<file path="src/rtl/rseq_pkg.sv">
package rseq_pkg;

    localparam int unsigned NRAIL     = 4;
    localparam int unsigned RAIL_REF  = 0;
    localparam int unsigned RAIL_MAIN = 1;
    localparam int unsigned RAIL_NEG  = 2;
    localparam int unsigned RAIL_POS  = 3;

    typedef logic [NRAIL-1:0] rail_vec_t;

    // comparator flags as carried through the synchronizer
    typedef struct packed {
        rail_vec_t good;
        rail_vec_t flt;
    } rail_flags_t;

    // minimum tick count a stage must have run before its successor may start
    function automatic int unsigned stage_delay(input int unsigned idx,
                                                input int unsigned main_dly,
                                                input int unsigned neg_dly);
        if (idx == RAIL_MAIN) return main_dly;
        if (idx == RAIL_NEG)  return neg_dly;
        return 0;
    endfunction

endpackage

</file>
<file path="src/rtl/rseq_sync.sv">
module rseq_sync #(
    parameter int unsigned W = 8
) (
    input  logic         clk,
    input  logic         rst,
    input  logic [W-1:0] d,
    output logic [W-1:0] q
);

    logic [W-1:0] meta_q;

    always_ff @(posedge clk) begin
        if (rst) begin
            meta_q <= '0;
            q      <= '0;
        end else begin
            meta_q <= d;
            q      <= meta_q;
        end
    end

endmodule

</file>
<file path="src/rtl/rseq_stage.sv">
module rseq_stage #(
    parameter int unsigned TMR_W = 5,
    parameter int unsigned DELAY = 0
) (
    input  logic clk,
    input  logic rst,
    input  logic hold,
    input  logic start,
    input  logic tick,
    input  logic delay_mode,
    output logic en,
    output logic met
);

    localparam logic [TMR_W-1:0] TMR_MAX = '1;

    logic [TMR_W-1:0] timer_q;

    // enable latches on start and stays while the upstream chain holds
    always_ff @(posedge clk) begin
        if (rst) en <= 1'b0;
        else     en <= hold & (en | start);
    end

    // saturating tick count since this stage was enabled
    always_ff @(posedge clk) begin
        if (rst || !en)                    timer_q <= '0;
        else if (tick && timer_q != TMR_MAX) timer_q <= timer_q + 1'b1;
    end

    generate
        if (DELAY == 0) begin : g_nodly
            assign met = 1'b1;
        end else begin : g_dly
            localparam logic [TMR_W-1:0] DLY_V = TMR_W'(DELAY);
            assign met = !delay_mode || (timer_q >= DLY_V);
        end
    endgenerate

    assert_timer_clear_R9: assert property (@(posedge clk) disable iff (rst)
        !en |=> (timer_q == '0));

endmodule

</file>
<file path="src/rtl/rail_sequencer.sv">
module rail_sequencer
    import rseq_pkg::*;
#(
    parameter int unsigned TMR_W    = 5,
    parameter int unsigned MAIN_DLY = 16,
    parameter int unsigned NEG_DLY  = 4
) (
    input  logic             clk,
    input  logic             rst,
    input  logic             shdn_n,
    input  logic             tick,
    input  logic             delay_mode,
    input  logic [NRAIL-1:0] rail_good,
    input  logic [NRAIL-1:0] rail_flt,
    output logic [NRAIL-1:0] rail_en,
    output logic             ready_n
);

    localparam int unsigned FLAG_W = $bits(rail_flags_t);

    rail_flags_t raw_f;
    rail_flags_t syn_f;
    logic [FLAG_W-1:0] syn_bits;
    rail_vec_t en;
    rail_vec_t met;
    rail_vec_t hold;
    rail_vec_t start;
    logic ready_q;
    logic ready_d;

    assign raw_f.good = rail_good;
    assign raw_f.flt  = rail_flt;

    rseq_sync #(.W(FLAG_W)) u_sync (
        .clk (clk),
        .rst (rst),
        .d   (raw_f),
        .q   (syn_bits)
    );
    assign syn_f = rail_flags_t'(syn_bits);

    // hold: everything upstream is enabled and unfaulted; start: predecessor handed off
    always_comb begin
        logic acc;
        acc      = shdn_n;
        hold[0]  = acc;
        start[0] = 1'b1;
        for (int i = 1; i < NRAIL; i++) begin
            acc      = acc & en[i-1] & ~syn_f.flt[i-1];
            hold[i]  = acc;
            start[i] = syn_f.good[i-1] & met[i-1];
        end
    end

    generate
        for (genvar g = 0; g < NRAIL; g++) begin : g_stage
            rseq_stage #(
                .TMR_W (TMR_W),
                .DELAY (stage_delay(g, MAIN_DLY, NEG_DLY))
            ) u_stage (
                .clk        (clk),
                .rst        (rst),
                .hold       (hold[g]),
                .start      (start[g]),
                .tick       (tick),
                .delay_mode (delay_mode),
                .en         (en[g]),
                .met        (met[g])
            );
        end
    endgenerate

    assign ready_d = hold[NRAIL-1] & en[NRAIL-1] & met[NRAIL-1]
                   & syn_f.good[NRAIL-1] & ~syn_f.flt[NRAIL-1];

    always_ff @(posedge clk) begin
        if (rst) ready_q <= 1'b0;
        else     ready_q <= ready_d;
    end

    assign rail_en = en;
    assign ready_n = ~ready_q;

    generate
        for (genvar g = 1; g < NRAIL; g++) begin : g_chk
            assert_order_R1: assert property (@(posedge clk) disable iff (rst)
                en[g] |-> en[g-1]);
            assert_fault_R8: assert property (@(posedge clk) disable iff (rst)
                (en[g-1] && syn_f.flt[g-1]) |=> (en[NRAIL-1:g] == '0));
        end
    endgenerate

    assert_main_R2: assert property (@(posedge clk) disable iff (rst)
        $rose(en[RAIL_MAIN]) |-> $past(syn_f.good[RAIL_REF]));

    assert_delay_R3: assert property (@(posedge clk) disable iff (rst)
        ($rose(en[RAIL_NEG]) && $past(delay_mode)) |-> $past(met[RAIL_MAIN]));

    assert_delay_R4: assert property (@(posedge clk) disable iff (rst)
        ($rose(en[RAIL_POS]) && $past(delay_mode)) |-> $past(met[RAIL_NEG] && syn_f.good[RAIL_NEG]));

    assert_ready_R6: assert property (@(posedge clk) disable iff (rst)
        !ready_n |-> (rail_en == '1));

    assert_shdn_R10: assert property (@(posedge clk) disable iff (rst)
        !shdn_n |=> (rail_en == '0 && ready_n));

endmodule

</file>
<file path="config.mk">
export PLATFORM = sky130hd
export DESIGN_NAME = rail_sequencer
export DESIGN_NICKNAME = d
export VERILOG_FILES = /design/src/rtl/rseq_pkg.sv /design/src/rtl/rseq_sync.sv /design/src/rtl/rseq_stage.sv /design/src/rtl/rail_sequencer.sv
export SDC_FILE = /design/constraint.sdc
export NUM_CORES = 1
export LEC_CHECK = 0
export BUFFER_PORTS_ARGS = -buffer_cell sky130_fd_sc_hd__buf_4
export CORE_MARGIN = 10
export CORE_UTILIZATION = 30
export DETAILED_ROUTE_END_ITERATION = 7
export SLEW_MARGIN = 20
export SYNTH_ARGS = -nofsm -noshare
export SYNTH_HDL_FRONTEND = slang
export SYNTH_SLANG_ARGS = --single-unit
</file>
<file path="constraint.sdc">
create_clock -name clk -period 3.5 [get_ports clk]
set_input_delay 0 -clock clk [delete_from_list [all_inputs] [get_ports clk]]
set_output_delay 0 -clock clk [all_outputs]
set_load 0.01 [all_outputs]
</file>
Yosys cells after proc, flatten, opt, wreduce, memory -nomap -nowiden

Index checks and enable logic that the tools add are counted.

Add/sub/neg operators: 2
Magnitude comparators: 2
Equality and inequality tests: 2
Bitwise gates (word level): 22
Reductions and logical operators: 9

Operators with widths:

| cell                                                | number |
|---|---|
| bitwise AND 1 bit                                   | 14 |
| adder 5 x 1 -> 5 bit, second input constant         | 2 |
| != test 5 bit, second input constant                | 2 |
| >= comparator 5 x 3 -> 1 bit, second input constant | 1 |
| >= comparator 5 bit, second input constant          | 1 |
| inverter 1 bit                                      | 5 |
| logical OR 1 bit                                    | 4 |
| zero test 1 bit                                     | 3 |
| bitwise OR 1 bit                                    | 3 |
| logical AND 1 bit                                   | 2 |

Register bits after elaboration: 31
Input port bits: 13
Output and inout bits: 5
Logic and storage cells: 46

Logic depth before layout (Yosys ltp)

Gate-level depths: netlist of the first run.

Depth in word-level cells: 9
Gate-level depth with buffers: 6
Mapped depth without buffers: 6

Modules after synthesis

From an unflattened synthesis of the first run, not the netlist that was laid out.

Cells, all modules: 119
Area total of the unflattened synthesis: 1,248.7 µm²

Modules (own cells, without submodules):

| module                              | times used | cells an instance | area each (µm²) | sequential area each (µm²) |
|---|---|---|---|---|
| rseq_sync                           | 1          | 33                | 464.2           | 320.3 |
| rseq_stage (g_stage[2].u_stage)     | 1          | 33                | 300.3           | 120.1 |
| rseq_stage (g_stage[1].u_stage)     | 1          | 30                | 276.5           | 120.1 |
| rail_sequencer                      | 1          | 13                | 112.6           | 20.0 |
| rseq_stage (g_stage[0].u_stage ...) | 2          | 5                 | 47.5            | 20.0 |

Least setup slack after synthesis of the first run

Ideal clock, no wire load.

Kind: reg2reg
From: register g_stage[2].u_stage.timer_q[0]
To: register g_stage[2].u_stage.timer_q[3]
Library setup time: 0.072 ns
Data arrival time: 1.505 ns
Required time: 3.428 ns
Slack: 1.923 ns
Cell stages (with the launch flop): 7
Path buffers: 0
Period minus slack after synthesis: 1.577 ns
Cells stage by stage: dfxtp_1 > ha_1 > and3_1 > ha_1 > nand2b_1 > or3_1 > a21oi_1

Word-level cells in the longest chain between the ends: 2
Elaborated cells between the ends (all ways): 3
Those cells by class: add/sub: 1; eq/ne: 1; reduce/logical: 1

Ends and longest elaborated chain:

| element                                                      | RTL line         | text |
|---|---|---|
| start: declaration                                           | rseq_stage.sv:17 | `logic [TMR_W-1:0] timer_q;` |
| start signal: assignment                                     | rseq_stage.sv:28 | `else if (tick && timer_q != TMR_MAX) timer_q <= timer_q + 1'b1;` |
| branches (longest 2 deep; another with adder 5 x 1 -> 5 bit) | --               |  |

Several ways; the timed one is not identified.
A chain may end at the register's enable or synchronous reset.

Final worst setup path of the first run

Same ends and word-level chain as after synthesis.

==> flow_metrics.tcl, run 1 <==
set metrics [dict create \
    clock_skew_ns 0.004541 \
    initial_core_util_pct 31.07 \
    synth-async-reset-ratio_pct 0 \
    numPortBuffers 17 \
    synth_ff_type "dfxtp_1" \
    post_cts_buffers 0 \
    totalWireLength_um 1906 \
    rows 22 \
    drc_errors 0 \
    hold_end "u_sync.q[7]" \
    post-route-util_pct 40.77 \
    antenna_cells 0 \
    die_w_um 81.81 \
    worstPathRequired_ns 3.71 \
    yosysUniqueCellTypes 23 \
    clockBufferDepth 2 \
    place_inst 171 \
    max-cap-violations 0 \
    worstSetupPathType "reg -> reg" \
    crit_path_top_delay_cell "or3_1" \
    grt_pass1_wl_um 3484 \
    root_buffer "clkbuf_8" \
    whs_path_depth 2 \
    hold_class "in -> reg" \
    synth_area_leaders "dfxtp_1 (54%), nor2b_1 (10%), ha_1 (5.5%)" \
    worstRegToRegCells 6 \
    startpoint_type "flip-flop" \
    drtIter0Drc 37 \
    place_ws_ns 1.807 \
    crit_start "g_stage[2].u_stage.timer_q[0]" \
    holdWs_ns 0.03643 \
    reg2reg_slack_ns 1.80 \
    synth_largest_area_cell "dfxtp_1" \
    setup_violations 0 \
    leakagePower_nw 0.5901 \
    power_density_nw_per_um2 503.3 \
    seq_area_frac_synth_pct 54.15 \
    drt-vias-per-instance 4.229 \
    gp_congestion 0.7857 \
    drive_gt1_share_pct 20.00 \
    cp_max_fo 4 \
    finalPower_uw 756.9 \
    fmax_mhz 588.2 \
    syn_to_final_growth_pct 31.22 \
    cts-buffers-inserted 5 \
    clk_pin_slew_worst_paths_ns 0.06 \
    yosysMostFrequentCell "dfxtp_1" \
    relSlewSlack_pct 75.51 \
    run_status "complete, no violations" \
    dpl_cell_area_um2 1296 \
    final_cells 188 \
    cp-end-kind "flip-flop" \
    clk_latency_ns 0.28 \
    io_pins 18 \
    postLayoutCellArea_um2 1504 \
    final_hold_viol_count 0 \
    worstReg2RegStart "g_stage[2].u_stage.timer_q[0]" \
    nets 157 \
    period_share_pct 48.58 \
    tritoncts "done" \
    antenna_found_initial 0 \
    synthCells 112 \
    cts-htree-levels 2 \
    tightest_slew_ns 0.3673 \
    clock_sinks 31 \
    r2r_end "g_stage[2].u_stage.timer_q[3]" \
    antenna_left 0 \
    grt_remaining_overflow 0 \
    fin_ws_ns 1.800 \
    report.final.slew_viol_count 0 \
    ys_warn_count 0 \
    wl_per_cell_um 10.14 \
    synth_common_cells "dfxtp_1 (31), nor2b_1 (19), nand2_1 (9)" \
    fp.dieH_um 81.81 \
    core_um2 3689 \
    crit_path_frequent_cell "ha_1" \
    slowest_delay_ns 0.36 \
    synth-seq-cells 31 \
    avgSynthCellArea_um2 10.23 \
    hold_start "rst" \
    fin_setup_tns_ns 0 \
    num_vias 795 \
    rsz0062_at_grt "false" \
    netlist_area_um2 1146 \
    irDropWorstVdd_v 0.0002924 \
    grt_pass1_vias 821 \
    post-dp-hpwl_um 1352 \
    arrival_ns 1.91 \
    fin_crit_ns 1.700 \
    grt_max_degree 22 \
    crit_chain "ha_1, and3_1, ha_1, nand2b_1, or3_1, a21oi_1" \
    yosysTopAreaCellShare_pct 54.15 \
    track_usage_pct 6.839 \
    synth-edff-count 0 \
    synth_nets 130 \
    first_pass_iters 4 \
    fp.dieArea_um2 6693 \
]
[logic make-up (layout without fill, tap and decap cells)]
group | Yosys count | after routing | synth area share [%]
xor+xnor | 4 | 4 | 3.057
fa+ha+maj | 5 | 5 | 5.459
compound gates | 10 | 10 | 4.367
buf+inv | 9 | 37 | 4.258
flops | 31 | 31 | 54.15
simple gates | 53 | 53 | 28.71
[report_power, final]
group / internal (mW) / leakage (nW) / total [mW] / switching (mW)
registers: 0.362 / 0.253 / 0.365 / 0.00246
logic: 0.0234 / 0.275 / 0.0364 / 0.0131
clock network: 0.230 / 0.0612 / 0.356 / 0.126
total: 0.615 / 0.590 / 0.757 / 0.141
[cells in the final DEF (no fill, tap or decap), drive strengths merged, types with 3 or more instances in the layout]
cell | Yosys | routed
dfxtp | 31 | 31
nor2b | 19 | 19
buf | 4 | 17
nand2 | 9 | 9
dlygate4sd3 | 0 | 9
a21oi | 8 | 8
clkbuf | 2 | 6
nand2b | 5 | 5
nor2 | 5 | 5
ha | 5 | 5
inv | 3 | 3
nand3b | 3 | 3
nor4 | 3 | 3
[timing repair]
item | in CTS | in global routing
endpoints found under the hold margin | 10 | 0
hold buffers | 9 | 0
gates resized for setup | 0 | 0
[sequential cells by signal (all words and copies together), names as in the netlist]
signal and flops:
g_stage.u_stage.en 4, ready_q 1, g_stage.u_stage.timer_q 10, u_sync.meta_q 8
u_sync.q 8
[area by class of cell]
cell class	instances	area [um2]
Inverter	3	11.26
Sequential cell	31	620.6
Clock buffer	6	82.58
Fill cell	369	2185
Multi-Input combinational cell	72	476.7
Clock inverter	2	35.03
Tap cell	48	60.06
Timing Repair Buffer	26	217.7
[worst max-delay path by stage]
stage / slack [ns] / depth (start not counted) / to
2_1_floorplan: 1.92 / 6 / g_stage[2].u_stage.timer_q[3]
3_3_place_gp: 1.84 / 6 / g_stage[2].u_stage.timer_q[3]
3_5_place_dp: 1.81 / 6 / g_stage[2].u_stage.timer_q[3]
4_1_cts: 1.78 / 6 / g_stage[2].u_stage.timer_q[3]
5_1_grt: 1.62 / 6 / g_stage[2].u_stage.timer_q[3]
6_report: 1.80 / 6 / g_stage[2].u_stage.timer_q[3]
[worst max-delay path: cells and delay by family (launching register included)]
kind,cells,cell delay [ns]
flops,1,0.34
simple gates,3,0.74
compound gates,1,0.14
fa+ha+maj,2,0.41
[routing by layer]
metal | share of wire (%) | global-route usage, % | vias up
met2 | 45 | 10.42 | 19
met3 | 6.3 | 3.930 | 7
met5 | 0 | 0 | -
li1 | - | - | 416
met1 | 46 | 7.220 | 353
met4 | 2.3 | 4.082 | 0
(Power assumes the default switching activity.)
==> run 2, diff against run 1 <==
==> constraint.sdc (replaced) <==
create_clock -name clk -period 1.66 [get_ports clk]
set_input_delay 0 -clock clk [delete_from_list [all_inputs] [get_ports clk]]
set_output_delay 0 -clock clk [all_outputs]
set_load 0.01 [all_outputs]
==> flow_metrics.tcl, run 2 (synthesis results as in run 1) <==
set metrics [dict create \
    grt_pass1_wl_um 3318 \
    largest_reg_flops 10 \
    hold_class "in -> reg" \
    drtIter0Drc 65 \
    numPortBuffers 17 \
    root_buffer "clkbuf_8" \
    fin_setup_tns_ns 0 \
    arrival_ns 1.79 \
    report.final.slew_viol_count 0 \
    tritoncts "done" \
    antenna_found_initial 0 \
    rsz0062_at_grt "false" \
    cp-end-kind "flip-flop" \
    drt-vias-per-instance 4.206 \
    leakagePower_nw 0.5910 \
    seq_power_share_pct 47.8 \
    layout_commonest_cell "dfxtp_1" \
    fp.dieArea_um2 6693 \
    run_status "complete, no violations" \
    clockPowerShare_pct 47.2 \
    drc_errors 0 \
    top_register "g_stage.u_stage.timer_q" \
    startpoint_type "flip-flop" \
    post-dp-hpwl_um 1408 \
    cp_max_fo 4 \
    p_sw_uw 307.8 \
    core_um2 3689 \
    syn_to_final_growth_pct 33.62 \
    sw_frac_of_total_pct 19.15 \
    grt_max_degree 22 \
    crit_path_top_delay_cell "dfxtp_2" \
    track_usage_pct 6.524 \
    final_cell_mix "dfxtp_1 (28), nor2b_1 (19), buf_4 (18)" \
    max-cap-violations 0 \
    period_share_pct 94.73 \
    initial_core_util_pct 31.07 \
    cts-htree-levels 2 \
    first_pass_iters 4 \
    internal-power_mw 1.300 \
    worstPathRequired_ns 1.87 \
    clock_sinks 31 \
    irDropWorstVdd_v 0.0006591 \
    antenna_left 0 \
    grt_pass1_vias 843 \
    crit_chain "ha_1, and3_1, ha_2, nand2b_1, or3_1, a21oi_2" \
    worstSetupPathType "reg -> reg" \
    clk_pin_slew_worst_paths_ns 0.06 \
    relSlewSlack_pct 73.30 \
    clk_latency_ns 0.28 \
    fill_cells 359 \
    post-route-util_pct 41.52 \
    comb_power_share_pct 5.0 \
    tightest_slew_ns 0.4004 \
    rows 22 \
    die_w_um 81.81 \
    drive_gt1_share_pct 25.53 \
    antenna_cells 0 \
    final_hold_viol_count 0 \
    fin_crit_ns 1.573 \
    fp.dieH_um 81.81 \
    setup_violations 0 \
    slowest_delay_ns 0.34 \
    nets 158 \
    grt_remaining_overflow 0 \
    post_cts_buffers 0 \
    cts-buffers-inserted 5 \
    wl_per_cell_um 10.44 \
    clockBufferDepth 2 \
    num_vias 795 \
    reg_top3 "g_stage.u_stage.timer_q (10), u_sync.meta_q (8), u_sync.q (8)" \
    io_pins 18 \
    power_density_nw_per_um2 1050 \
    clock_skew_ns 0.001602 \
    gp_congestion 0.7758 \
    totalWireLength_um 1973 \
    fmax_mhz 635.9 \
]
==> run 2: per-stage QoR <==
stage	power [mW]	hold slack (ns)	cells	cell area (um2)	setup WS [ns]
after CTS	1.626	0.03736	189	1519	0.007446
after global routing	1.670	0.04795	189	1531	0.01105
after detailed placement	0.8474	0.2144	172	1304	0.0003650
after floorplan	0.8168	0.1282	112	1146	0.08272
after global placement	0.8452	0.2091	172	1304	0.06896
final	1.608	0.04158	189	1531	0.08743
==> run 2: final timing paths <==
check                             endpoint  cells after the start  slack, ns                     startpoint
max          g_stage[2].u_stage.timer_q[3]                      6       0.09  g_stage[2].u_stage.timer_q[0]
min reg2reg          g_stage[1].u_stage.en                      1       0.42                    u_sync.q[0]
min                            u_sync.q[0]                      2       0.04                            rst
max reg2reg  g_stage[2].u_stage.timer_q[3]                      6       0.09  g_stage[2].u_stage.timer_q[0]
==> run 2: layer usage <==
layer	GRT usage [%]	vias to the layer above	part of all wire (%)
li1	-	419	-
met1	5.756	352	45
met2	11.21	17	48
met5	0	-	0
met4	3.401	0	1.8
met3	4.258	7	5.3
==> run 2: power groups by stage <==
stage	Clock (mW)	Sequential [mW]	Combinational, mW
3_5_place_dp	0	0.785	0.0619
6_report	0.759	0.769	0.0797
2_1_floorplan	0	0.784	0.0328
4_1_cts	0.777	0.769	0.0803
3_3_place_gp	0	0.785	0.0603
5_1_grt	0.812	0.770	0.0880
==> run 2: critical path: cells and delay by family, from the launching register on <==
| kind | cells | cell delay [ns] |
|---|---|---|
| adder cells (fa/ha/maj) | 2 | 0.38 |
| AND/OR/NAND/NOR | 3 | 0.66 |
| flip-flops | 1 | 0.34 |
| AO/OA/AOI/OAI | 1 | 0.13 |
==> run 2: area by class of cell <==
class	instances	area (um2)	area share (%)
clock inverters	2	35.03	2.288
inverters	3	11.26	0.7353
well taps	48	60.06	3.922
clock buffers	6	82.58	5.392
repair buffers	27	225.2	14.71
multi-input cells	72	493.0	32.19
flip-flops and latches	31	624.3	40.77
==> run 2: repair_timing <==
| item | CTS | global route |
|---|---|---|
| pin swaps | 0 | 2 |
| endpoints found under the setup margin | 1 | 2 |
| resized for setup | 1 | 7 |
| hold endpoints to repair | 10 | 0 |
| hold buffers | 9 | 0 |
